$ cat src/rtl/hwx_pkg.sv
package hwx_pkg;

  localparam int HALF_W = 16;
  localparam int WORD_W = 2 * HALF_W;
  localparam int GRP_W  = 5;

  typedef struct packed {
    logic [WORD_W-1:0] word;
    logic              undef;
    logic              branch;
  } hwx_res_t;

  function automatic hwx_res_t res_undef();
    hwx_res_t r;
    r.word   = '0;
    r.undef  = 1'b1;
    r.branch = 1'b0;
    return r;
  endfunction

  function automatic hwx_res_t res_word(input logic [WORD_W-1:0] w);
    hwx_res_t r;
    r.word   = w;
    r.undef  = 1'b0;
    r.branch = 1'b0;
    return r;
  endfunction

  function automatic hwx_res_t res_branch(input logic [HALF_W-1:0] h);
    hwx_res_t r;
    r.word   = {{(WORD_W-HALF_W){1'b0}}, h};
    r.undef  = 1'b0;
    r.branch = 1'b1;
    return r;
  endfunction

endpackage

$ cat src/rtl/hwx_lane_pick.sv
module hwx_lane_pick #(
  parameter int HW = 16
) (
  input  logic [2*HW-1:0] fetch_word,
  input  logic            big_endian,
  output logic [HW-1:0]   cur_half
);
  always_comb begin
    if (big_endian) cur_half = fetch_word[2*HW-1:HW];
    else            cur_half = fetch_word[HW-1:0];
  end
endmodule

$ cat src/rtl/hwx_arith_dec.sv
module hwx_arith_dec
  import hwx_pkg::*;
(
  input  logic [HALF_W-1:0] h,
  input  logic              v5_en,
  output hwx_res_t          res
);
  typedef enum logic [1:0] {LAY_NORM, LAY_SHIFT, LAY_NEG, LAY_MUL} lay_e;

  logic [GRP_W-1:0] grp;
  logic [3:0]       alu_op;
  logic [3:0]       hi_d, hi_s;
  logic [31:0]      alu_base;
  lay_e             alu_lay;
  logic [31:0]      d32, s32, rd_hi32, rs_hi32;

  assign grp     = h[15:11];
  assign alu_op  = h[9:6];
  assign hi_d    = {h[7], h[2:0]};
  assign hi_s    = {h[6], h[5:3]};
  assign d32     = 32'(h[2:0]);
  assign s32     = 32'(h[5:3]);
  assign rd_hi32 = 32'(hi_d);
  assign rs_hi32 = 32'(hi_s);

  always_comb begin
    case (alu_op)
      4'h0: begin alu_base = 32'hE0100000; alu_lay = LAY_NORM;  end
      4'h1: begin alu_base = 32'hE0300000; alu_lay = LAY_NORM;  end
      4'h2: begin alu_base = 32'hE1B00010; alu_lay = LAY_SHIFT; end
      4'h3: begin alu_base = 32'hE1B00030; alu_lay = LAY_SHIFT; end
      4'h4: begin alu_base = 32'hE1B00050; alu_lay = LAY_SHIFT; end
      4'h5: begin alu_base = 32'hE0B00000; alu_lay = LAY_NORM;  end
      4'h6: begin alu_base = 32'hE0D00000; alu_lay = LAY_NORM;  end
      4'h7: begin alu_base = 32'hE1B00070; alu_lay = LAY_SHIFT; end
      4'h8: begin alu_base = 32'hE1100000; alu_lay = LAY_NORM;  end
      4'h9: begin alu_base = 32'hE2700000; alu_lay = LAY_NEG;   end
      4'hA: begin alu_base = 32'hE1500000; alu_lay = LAY_NORM;  end
      4'hB: begin alu_base = 32'hE1700000; alu_lay = LAY_NORM;  end
      4'hC: begin alu_base = 32'hE1900000; alu_lay = LAY_NORM;  end
      4'hD: begin alu_base = 32'hE0100090; alu_lay = LAY_MUL;   end
      4'hE: begin alu_base = 32'hE1D00000; alu_lay = LAY_NORM;  end
      default: begin alu_base = 32'hE1F00000; alu_lay = LAY_NORM; end
    endcase
  end

  always_comb begin
    res = res_undef();
    case (grp)
      5'd0, 5'd1, 5'd2:
        res = res_word(32'hE1B00000 | (32'(h[12:11]) << 5) | (32'(h[10:6]) << 7)
                       | s32 | (d32 << 12));
      5'd3: begin
        logic [31:0] b3;
        case (h[10:9])
          2'd0:    b3 = 32'hE0900000;
          2'd1:    b3 = 32'hE0500000;
          2'd2:    b3 = 32'hE2900000;
          default: b3 = 32'hE2500000;
        endcase
        res = res_word(b3 | 32'(h[8:6]) | (s32 << 16) | (d32 << 12));
      end
      5'd4, 5'd5, 5'd6, 5'd7: begin
        logic [31:0] b4;
        case (h[12:11])
          2'd0:    b4 = 32'hE3B00000;
          2'd1:    b4 = 32'hE3500000;
          2'd2:    b4 = 32'hE2900000;
          default: b4 = 32'hE2500000;
        endcase
        res = res_word(b4 | 32'(h[7:0]) | (32'(h[10:8]) << 16) | (32'(h[10:8]) << 12));
      end
      5'd8: begin
        if (!h[10]) begin
          case (alu_lay)
            LAY_NORM:  res = res_word(alu_base | (d32 << 16) | (d32 << 12) | s32);
            LAY_SHIFT: res = res_word(alu_base | (d32 << 12) | d32 | (s32 << 8));
            LAY_NEG:   res = res_word(alu_base | (d32 << 12) | (s32 << 16));
            default:   res = res_word(alu_base | (d32 << 16) | (d32 << 8) | s32);
          endcase
        end else begin
          case (alu_op)
            4'h1, 4'h2, 4'h3:
              res = res_word(32'hE0800000 | (rd_hi32 << 16) | (rd_hi32 << 12) | rs_hi32);
            4'h5, 4'h6, 4'h7:
              res = res_word(32'hE1500000 | (rd_hi32 << 16) | (rd_hi32 << 12) | rs_hi32);
            4'h9, 4'hA, 4'hB:
              res = res_word(32'hE1A00000 | (rd_hi32 << 16) | (rd_hi32 << 12) | rs_hi32);
            4'hC, 4'hD:
              res = res_word(32'hE12FFF10 | 32'(h[6:3]));
            4'hE, 4'hF:
              if (v5_en) res = res_word(32'hE12FFF30 | 32'(h[6:3]));
              else       res = res_undef();
            default: res = res_undef();
          endcase
        end
      end
      default: res = res_undef();
    endcase
  end
endmodule

$ cat src/rtl/hwx_xfer_dec.sv
module hwx_xfer_dec
  import hwx_pkg::*;
(
  input  logic [HALF_W-1:0] h,
  input  logic              v5_en,
  output hwx_res_t          res
);
  logic [GRP_W-1:0] grp;
  logic [31:0]      d32, b32, o32, r8_32, imm8_32, list32;

  assign grp     = h[15:11];
  assign d32     = 32'(h[2:0]);
  assign b32     = 32'(h[5:3]);
  assign o32     = 32'(h[8:6]);
  assign r8_32   = 32'(h[10:8]);
  assign imm8_32 = 32'(h[7:0]);
  assign list32  = imm8_32;

  always_comb begin
    res = res_undef();
    case (grp)
      5'd9:
        res = res_word(32'hE59F0000 | (r8_32 << 12) | (imm8_32 << 2));
      5'd10, 5'd11: begin
        logic [31:0] bt;
        if (!h[9]) begin
          case (h[11:10])
            2'd0:    bt = 32'hE7800000;
            2'd1:    bt = 32'hE7C00000;
            2'd2:    bt = 32'hE7900000;
            default: bt = 32'hE7D00000;
          endcase
        end else begin
          case (h[11:10])
            2'd0:    bt = 32'hE18000B0;
            2'd1:    bt = 32'hE19000D0;
            2'd2:    bt = 32'hE19000B0;
            default: bt = 32'hE19000F0;
          endcase
        end
        res = res_word(bt | (d32 << 12) | (b32 << 16) | o32);
      end
      5'd12, 5'd13, 5'd14, 5'd15: begin
        logic [31:0] bi, off;
        case (h[12:11])
          2'd0:    bi = 32'hE5800000;
          2'd1:    bi = 32'hE5900000;
          2'd2:    bi = 32'hE5C00000;
          default: bi = 32'hE5D00000;
        endcase
        off = h[12] ? 32'(h[10:6]) : (32'(h[10:6]) << 2);
        res = res_word(bi | (d32 << 12) | (b32 << 16) | off);
      end
      5'd16, 5'd17:
        res = res_word((h[11] ? 32'hE1D000B0 : 32'hE1C000B0) | (d32 << 12) | (b32 << 16)
                       | (o32 << 1) | (32'(h[10:9]) << 8));
      5'd18, 5'd19:
        res = res_word((h[11] ? 32'hE59D0000 : 32'hE58D0000) | (r8_32 << 12) | (imm8_32 << 2));
      5'd20, 5'd21:
        res = res_word((h[11] ? 32'hE28D0F00 : 32'hE28F0F00) | (r8_32 << 12) | imm8_32);
      5'd22, 5'd23: begin
        case (h[11:8])
          4'h0: res = res_word((h[7] ? 32'hE24DDF00 : 32'hE28DDF00) | 32'(h[6:0]));
          4'h4: res = res_word(32'hE92D0000 | list32);
          4'h5: res = res_word(32'hE92D4000 | list32);
          4'hC: res = res_word(32'hE8BD0000 | list32);
          4'hD: res = res_word(32'hE8BD8000 | list32);
          4'hE:
            if (v5_en) res = res_word(32'hE1200070 | (32'(h[7:4]) << 8) | 32'(h[3:0]));
            else       res = res_undef();
          default: res = res_undef();
        endcase
      end
      5'd24, 5'd25:
        res = res_word((h[11] ? 32'hE8B00000 : 32'hE8A00000) | (r8_32 << 16) | list32);
      default: res = res_undef();
    endcase
  end
endmodule

$ cat src/rtl/hwx_flow_dec.sv
module hwx_flow_dec
  import hwx_pkg::*;
(
  input  logic [HALF_W-1:0] h,
  input  logic              v5_en,
  output hwx_res_t          res
);
  localparam logic [7:0] DBG_TRAP = 8'h18;
  logic [GRP_W-1:0] grp;
  logic [3:0]       cond;
  logic [31:0]      trap_word;

  assign grp  = h[15:11];
  assign cond = h[11:8];

  always_comb begin
    trap_word = 32'hEF000000 | 32'(h[7:0]);
    if (h[7:0] == DBG_TRAP) trap_word = trap_word | (32'(h[7:0]) << 16);
  end

  always_comb begin
    res = res_undef();
    case (grp)
      5'd26, 5'd27: begin
        if (cond == 4'hF)      res = res_word(trap_word);
        else if (cond == 4'hE) res = res_undef();
        else                   res = res_branch(h);
      end
      5'd28, 5'd30, 5'd31: res = res_branch(h);
      5'd29: begin
        if (v5_en && !h[0]) res = res_branch(h);
        else                res = res_undef();
      end
      default: res = res_undef();
    endcase
  end
endmodule

$ cat src/rtl/halfword_expander.sv
module halfword_expander
  import hwx_pkg::*;
(
  input  logic        clk,
  input  logic        rst_n,
  input  logic        in_valid,
  input  logic [31:0] fetch_word,
  input  logic        big_endian,
  input  logic        v5_en,
  output logic        out_valid,
  output logic [31:0] out_word,
  output logic        out_undef,
  output logic        out_branch
);
  localparam logic [GRP_W-1:0] LAST_ARITH = 5'd8;
  localparam logic [GRP_W-1:0] LAST_XFER  = 5'd25;

  logic [HALF_W-1:0] cur;
  hwx_res_t          r_arith, r_xfer, r_flow, sel_res;
  hwx_res_t          res_q, res_d;
  logic              vld_q, vld_d;

  hwx_lane_pick #(.HW(HALF_W)) u_pick (
    .fetch_word (fetch_word),
    .big_endian (big_endian),
    .cur_half   (cur)
  );

  hwx_arith_dec u_arith (.h(cur), .v5_en(v5_en), .res(r_arith));
  hwx_xfer_dec  u_xfer  (.h(cur), .v5_en(v5_en), .res(r_xfer));
  hwx_flow_dec  u_flow  (.h(cur), .v5_en(v5_en), .res(r_flow));

  always_comb begin
    if (cur[15:11] <= LAST_ARITH)     sel_res = r_arith;
    else if (cur[15:11] <= LAST_XFER) sel_res = r_xfer;
    else                              sel_res = r_flow;
  end

  always_comb begin
    vld_d = in_valid;
    res_d = res_q;
    if (in_valid) res_d = sel_res;
  end

  always_ff @(posedge clk or negedge rst_n) begin
    if (!rst_n) begin
      vld_q <= 1'b0;
      res_q <= '0;
    end else begin
      vld_q <= vld_d;
      res_q <= res_d;
    end
  end

  assign out_valid  = vld_q;
  assign out_word   = res_q.word;
  assign out_undef  = res_q.undef;
  assign out_branch = res_q.branch;
endmodule

$ cat config.mk
export PLATFORM = sky130hd
export DESIGN_NAME = halfword_expander
export DESIGN_NICKNAME = d
export VERILOG_FILES = /design/src/rtl/hwx_pkg.sv /design/src/rtl/hwx_lane_pick.sv /design/src/rtl/hwx_arith_dec.sv /design/src/rtl/hwx_xfer_dec.sv /design/src/rtl/hwx_flow_dec.sv /design/src/rtl/halfword_expander.sv
export SDC_FILE = /design/constraint.sdc
export NUM_CORES = 1
export LEC_CHECK = 0
export BUFFER_PORTS_ARGS = -buffer_cell sky130_fd_sc_hd__buf_2
export CAP_MARGIN = 20
export CORE_MARGIN = 5
export CORE_UTILIZATION = 35
export CTS_CLUSTER_SIZE = 14
export DETAILED_ROUTE_END_ITERATION = 16
export HOLD_SLACK_MARGIN = 0.03
export REMOVE_ABC_BUFFERS = 1
export SLEW_MARGIN = 10
export SYNTH_ARGS = -nofsm -noshare
export SYNTH_HDL_FRONTEND = slang
export SYNTH_SLANG_ARGS = --single-unit
$ cat constraint.sdc
create_clock -name clk -period 1.02 [get_ports clk]
set_input_delay 0.051 -clock clk [delete_from_list [all_inputs] [get_ports clk]]
set_output_delay 0.051 -clock clk [all_outputs]
set_load 0.01 [all_outputs]
* Word-level counts from Yosys, hierarchy flattened
Memory sizes are Yosys's and may differ from the RTL's.
Cells that the tools add are included.
** Storage, ports and cells
- Bits in registers :: 35
- ROM bits :: 176
- Input bits :: 37
- Output and inout bits :: 35
- Logic and storage cells :: 166
- Memories kept :: 1
** Memories
- (name not given) :: depth 16, width 11, rd ports 1, clocked after memory_dff 0, wr ports 0, RTL line hwx_arith_dec.sv:27 : case (alu_op)
** Cells by class
- Order comparisons :: 2
- Equal/unequal tests :: 59
- Mux-type cells :: 32
- Bitwise logic cells :: 44
- Reductions and logical operators :: 24
** Operator list (number)
- $or 32x15->32 :: 10
- $pmux 34 s8 :: 1
- $or 32x19->32 :: 8
- $mux 34 :: 6
- $pmux 34 s3 :: 2
- $pmux 34 s6 :: 1
- $mux 32 :: 6
- $or 32x3->32 :: 6
- $pmux 34 s5 :: 1
- $or 32x4->32 :: 5
- $pmux 23 s3 :: 2
- $pmux 34 s4 :: 1
- $or 32x10->32 :: 3
- $or 32x16->32 :: 3
- $or 32x8->32 :: 3
- $eq 5x5->1 const B :: 16
- $pmux 26 s3 :: 1
- $pmux 25 s3 :: 1
- $or 32x11->32 :: 2
- $mux 21 :: 3
- $pmux 21 s3 :: 1
- $mux 18 :: 3
- $eq 4x4->1 const B :: 11
- $eq 5x4->1 const B :: 8
- other kinds (26) :: 57

* Logic depth before layout (Yosys ltp)
- Word-level depth :: 11
- Gate-level depth with buffers :: 12
- Gate-level depth less buffers :: 9

* By module
From an unflattened synthesis, not the netlist that was laid out.
** Second synthesis, totals
- Cells, all modules :: 558
- Area total of the unflattened synthesis :: 4677.0 um^2
** Modules (own cells, without submodules)
- halfword_expander :: instances 1, cells an instance 156, area an instance 1918.1 um^2, sequential area each 875.8 um^2
- hwx_arith_dec :: instances 1, cells an instance 173, area an instance 1097.3 um^2, sequential area each 0.0 um^2
- hwx_xfer_dec :: instances 1, cells an instance 157, area an instance 1022.2 um^2, sequential area each 0.0 um^2
- hwx_flow_dec :: instances 1, cells an instance 54, area an instance 390.4 um^2, sequential area each 0.0 um^2
- hwx_lane_pick :: instances 1, cells an instance 18, area an instance 249.0 um^2, sequential area each 0.0 um^2

* Worst setup path before layout
Ideal clock, no wire load.
- Path kind :: input to register
- Start point :: input big_endian
- End point :: register res_q (netlist bit out_word[3])
- Setup time :: 140 ps
- Data arrival time :: 2490 ps
- Data required time :: 880 ps
- Slack :: -1610 ps
- Stages :: 10
- Path buffers :: 2
- Cell sequence :: buf_6 -> mux2i_1 -> inv_1 -> ha_1 -> or3_1 -> clkbuf_1 -> mux2i_1 -> nor3_1 -> a2111oi_0 -> a31oi_1
** On the way
- Cells in the longest elaborated chain, start to end :: 9
- Elaborated cells on any way between the ends :: 115
- Classes of those cells :: 2 x order compare; 53 x eq/ne; 19 x mux; 19 x bitwise; 21 x reduce/logical; 1 x memory
** RTL lines
- from (decl) :: RTL line halfword_expander.sv:8 : input logic big_endian,
- $mux 16 (*) :: RTL line hwx_lane_pick.sv:9 : if (big_endian) cur_half = fetch_word[2*HW-1:HW];
- branches (longest 7 deep; another with $mem_v2 16x11)
- $mux 34 (*) :: RTL line halfword_expander.sv:34 : if (cur[15:11] <= LAST_ARITH) sel_res = r_arith;
- to (signal assigned) :: RTL line halfword_expander.sv:51 : res_q <= res_d;
- to (decl) :: RTL line halfword_expander.sv:20 : hwx_res_t res_q, res_d;
Every way passes the cells marked *. The select of a mux whose other input is x is not followed.
A chain may end at the register's enable or synchronous reset.

* Worst setup path after layout
- Start point :: input big_endian
- End point :: register res_q (netlist bit out_word[1])
The elaborated chain is that of the path after synthesis.

==> metrics.md <==
| Metric | Value |
|---|---|
| Slew @ Worst Pin | around 600 ps |
| Buffers on Ports | 70 |
| P_sw | 2.82 mW |
| Worst Hold Margin | 207 ps |
| I/O Pins | 72 |
| Fmax achieved | 555 MHz |
| Final setup fails | 31 |
| Clock power share | 0.256 |
| CP max stage cell | mux2i_4 |
| Core Area | around 11,000 um2 |
| GPL Wtd Cong | 1.02 |
| Die area | 14,000 um2 |
| Via count | 6,216 |
| R2r setup slk | -210 ps |
| EDFF count, synth | 0 |
| Worst slew margin | 0.599 |
| FF-to-FF End | out_word[0] |
| Worst-path cell chain | buf_12 > mux2i_4 > buf_6 > ha_4 > buf_6 > a211oi_4 > buf_12 > o21ai_2 > a21oi_2 > o32a_1 > o221ai_2 |
| Initial antenna violation count | 0 |
| Finished Layout Cells | 970 |
| Leakage | 3.20 nW |
| Critical path origin | big_endian |
| Root Driver | clkbuf_16 |
| Reg-to-Reg Start | out_word[0] |
| Slew Limit Fails | 0 |
| FF+latch count, synth | 32 |
| Post-Place Cells | 944 |
| Commonest non-fill, non-tap cell in the layout | buf_4 |
| Combinational Power Share | 0.527 |
| Sw Ratio | 0.398 |
| Met3 wire len | 2410 um |
| Ys Warns | 0 |
| Final worst setup slack | -782 ps |
| Min Tclk post-route | 1800 ps |
| Failing checks | negative setup slack |
| Commonest cells after routing, fill and taps aside | buf_4 (214), buf_2 (68), nor2_1 (55) |
| Final Hold Viols | 0 |
| Top_reg_cell synth | dfrtp_1 |
| Initial Util | 0.359 |
| Worst-path clk slew | ~60 ps |
| M1 WL | about 9600 um |
| CP startpoint kind | primary input |
| CTS Buf Count | 5 |
| DRT Pass-1 Iters | 9 |
| Top Layer Used | met4 |
| Syn avg cell area | 7.51 um2 |
| Clock Tree Buf Depth | 2 |
| Reg2Reg Depth | 3 |
| RSZ-0062 raised after global routing | true |
| Number of diodes | 0 |
| Drt via density | 6.41 |
| Mapped Area | 4120 um2 |
| Largest net degree at the start of global routing | 33 |
| First-pass GRT wire length | ~36,000 um |
| Nets | 870 |
| Worst EP required | between 1000 and 1500 ps |
| CP endpoint | out_word[1] |
| Sequential fraction of design power | 0.217 |
| Max-cap violations | 0 |
| Util after Layout | 0.645 |
| Setup_tns | -21,480 ps |
| Rows | 39 |
| Post-synth ARST share | 1.00 |
| CTS tree | done |
| Area Overhead vs Synth | 79.8% |
| Routed wl met2 | 10,800 um |
| CP endpoint kind | register |
| Clock skew | 0 ps |
| Sequential fraction of the synthesis area | 0.195 |
| Final ANT Viol Nets | 0 |
| Number of DRC markers in iteration 0 | 882 |
| CP arrival | 1950 ps |
| Grt total ovfl | 0 |
| Crit Path Max Fanout | 5 |
| Hpwl dp | roughly 18,000 um |
| Int Power | 4.28 mW |
| Status | complete, but fails checks |
| Max VDD drop | 766 uV |
| Netlist cell types | 80 |
| Power Density | roughly 960 nW/um2 |
| Number of global-route vias before repair | between 6,000 and 7,000 |
| WL per Instance | 25.0 um |
| Worst min path class | in -> reg |
| Clock sinks | 32 |
| Die X | 118 um |
| Part of the cycle the worst path needs | 1.77 |
| Crit path largest cell delay | 270 ps |
| # DRC | 0 |
| Cells after Synth | approximately 550 |
| Routed Wire Length | 24,300 um |
| Gr usage total | 0.326 |
| Layout cells sized above 1 | 0.563 |
| CP Class | in -> reg |
| Die Y | 118 um |
| H-tree depth | 2 |
| Clock Latency Late Sink | 290 ps |
layer usage:
layer | GRT usage | up-vias
li1 | - | 2710
met1 | 0.436 | 2973
met2 | 0.512 | 426
met3 | 0.0568 | 107
met4 | 0.150 | 0
met5 | 0 | -
Yosys cell counts, types with 4 or more instances:
cell       count  area [um2]
a21oi_1       42         210
a32oi_1        6        52.6
ha_1           7        87.6
o221ai_1      13         114
a22oi_1       12        90.1
a221oi_1       6        52.6
and2_1         7        43.8
o21ai_0       37         185
a2111oi_0      5        43.8
nor2b_1        9        56.3
or3_1          4        25.0
and3b_1        5        43.8
o32ai_1        5        43.8
nand3_1       17        85.1
nor3_1        15        75.1
a31oi_1       14        87.6
buf_4          8        60.1
a21o_1         5        37.5
and3_1         4        25.0
buf_2          9        45.0
mux2i_1       17         170
a211oi_1       8        60.1
buf_6          4        45.0
inv_1          7        26.3
dfrtp_1       32         801
nand2_1       44         165
nand3b_1       4        30.0
nor4_1         4        25.0
nor2_1        63         236
nand2b_1       9        56.3
o22ai_1       16         100
o31ai_1       10        75.1
clkbuf_1      20        75.1
o211ai_1       5        37.5
mux2_2        10         113
sequential cells by signal, summed over array words and instances, names as in the netlist:
register and cells:
out_branch 1, out_undef 1, out_valid 1, out_word 29
layout make-up:
| cell class | count | area (um2) |
|---|---|---|
| Fill cell | 961 | 4070 |
| Multi-Input combinational cell | 466 | 3870 |
| Timing Repair Buffer | 312 | 2340 |
| Sequential cell | 32 | 801 |
| Tap cell | 143 | 179 |
| Clock buffer | 5 | 125 |
| Clock inverter | 3 | 42.5 |
| Inverter | 9 | 38.8 |
worst min path at each step:
stage / from / end / depth (start not counted) / slack [ps]
floorplan: rst_n / out_branch / 0 / -240
global placement: rst_n / out_word[24] / 2 / 100
detailed placement: rst_n / out_word[24] / 2 / 120
CTS: in_valid / out_word[24] / 3 / 190
global route: in_valid / out_word[24] / 3 / 210
finish: in_valid / out_word[24] / 3 / 210
cells by family (layout without fill, tap and decap cells):
family | Yosys count | after routing | share of synthesized area
AOI/OAI and AO/OA | 218 | 218 | 0.372
and+or+nand+nor | 209 | 209 | 0.260
buffers and inverters | 50 | 329 | 0.0629
DFF | 32 | 32 | 0.195
muxes | 31 | 31 | 0.0885
adders and majority gates | 7 | 7 | 0.0213
other | 1 | 1 | 0.000911
power groups by stage:
stage | logic [mW] | registers, mW | clock network [mW]
2_1_floorplan | 1.12 | 1.63 | 0
3_3_place_gp | 2.96 | 1.55 | 0
3_5_place_dp | 2.97 | 1.56 | 0
4_1_cts | 3.40 | 1.54 | 1.81
5_1_grt | 3.91 | 1.55 | 1.86
6_report | 3.75 | 1.54 | 1.82
worst max-delay path: cells and delay by family:
kind,cells,cell delay (ps)
multiplexers,1,270
AO/OA/AOI/OAI,5,860
buffers and inverters,4,550
adder cells (fa/ha/maj),1,210
stage by stage:
stage                     instance area, um2  worst slack (ps)  total power [mW]
after global routing                    7400              -822              7.33
after CTS                               7030              -745              6.74
after floorplan                         3890             -1430              2.75
after global placement                  6110             -1670              4.51
after detailed placement                6110             -1580              4.52
final                                   7400              -782              7.11
timing repair:
item                                    CTS  global route
gates cloned                              0             0
hold buffers                              1             0
pin swaps                                43            32
buffers inserted                         14             7
resized for setup                       135            68
hold endpoints to repair                 32             0
endpoints found under the setup margin   31            32
Power figures use the tool's default switching activity.
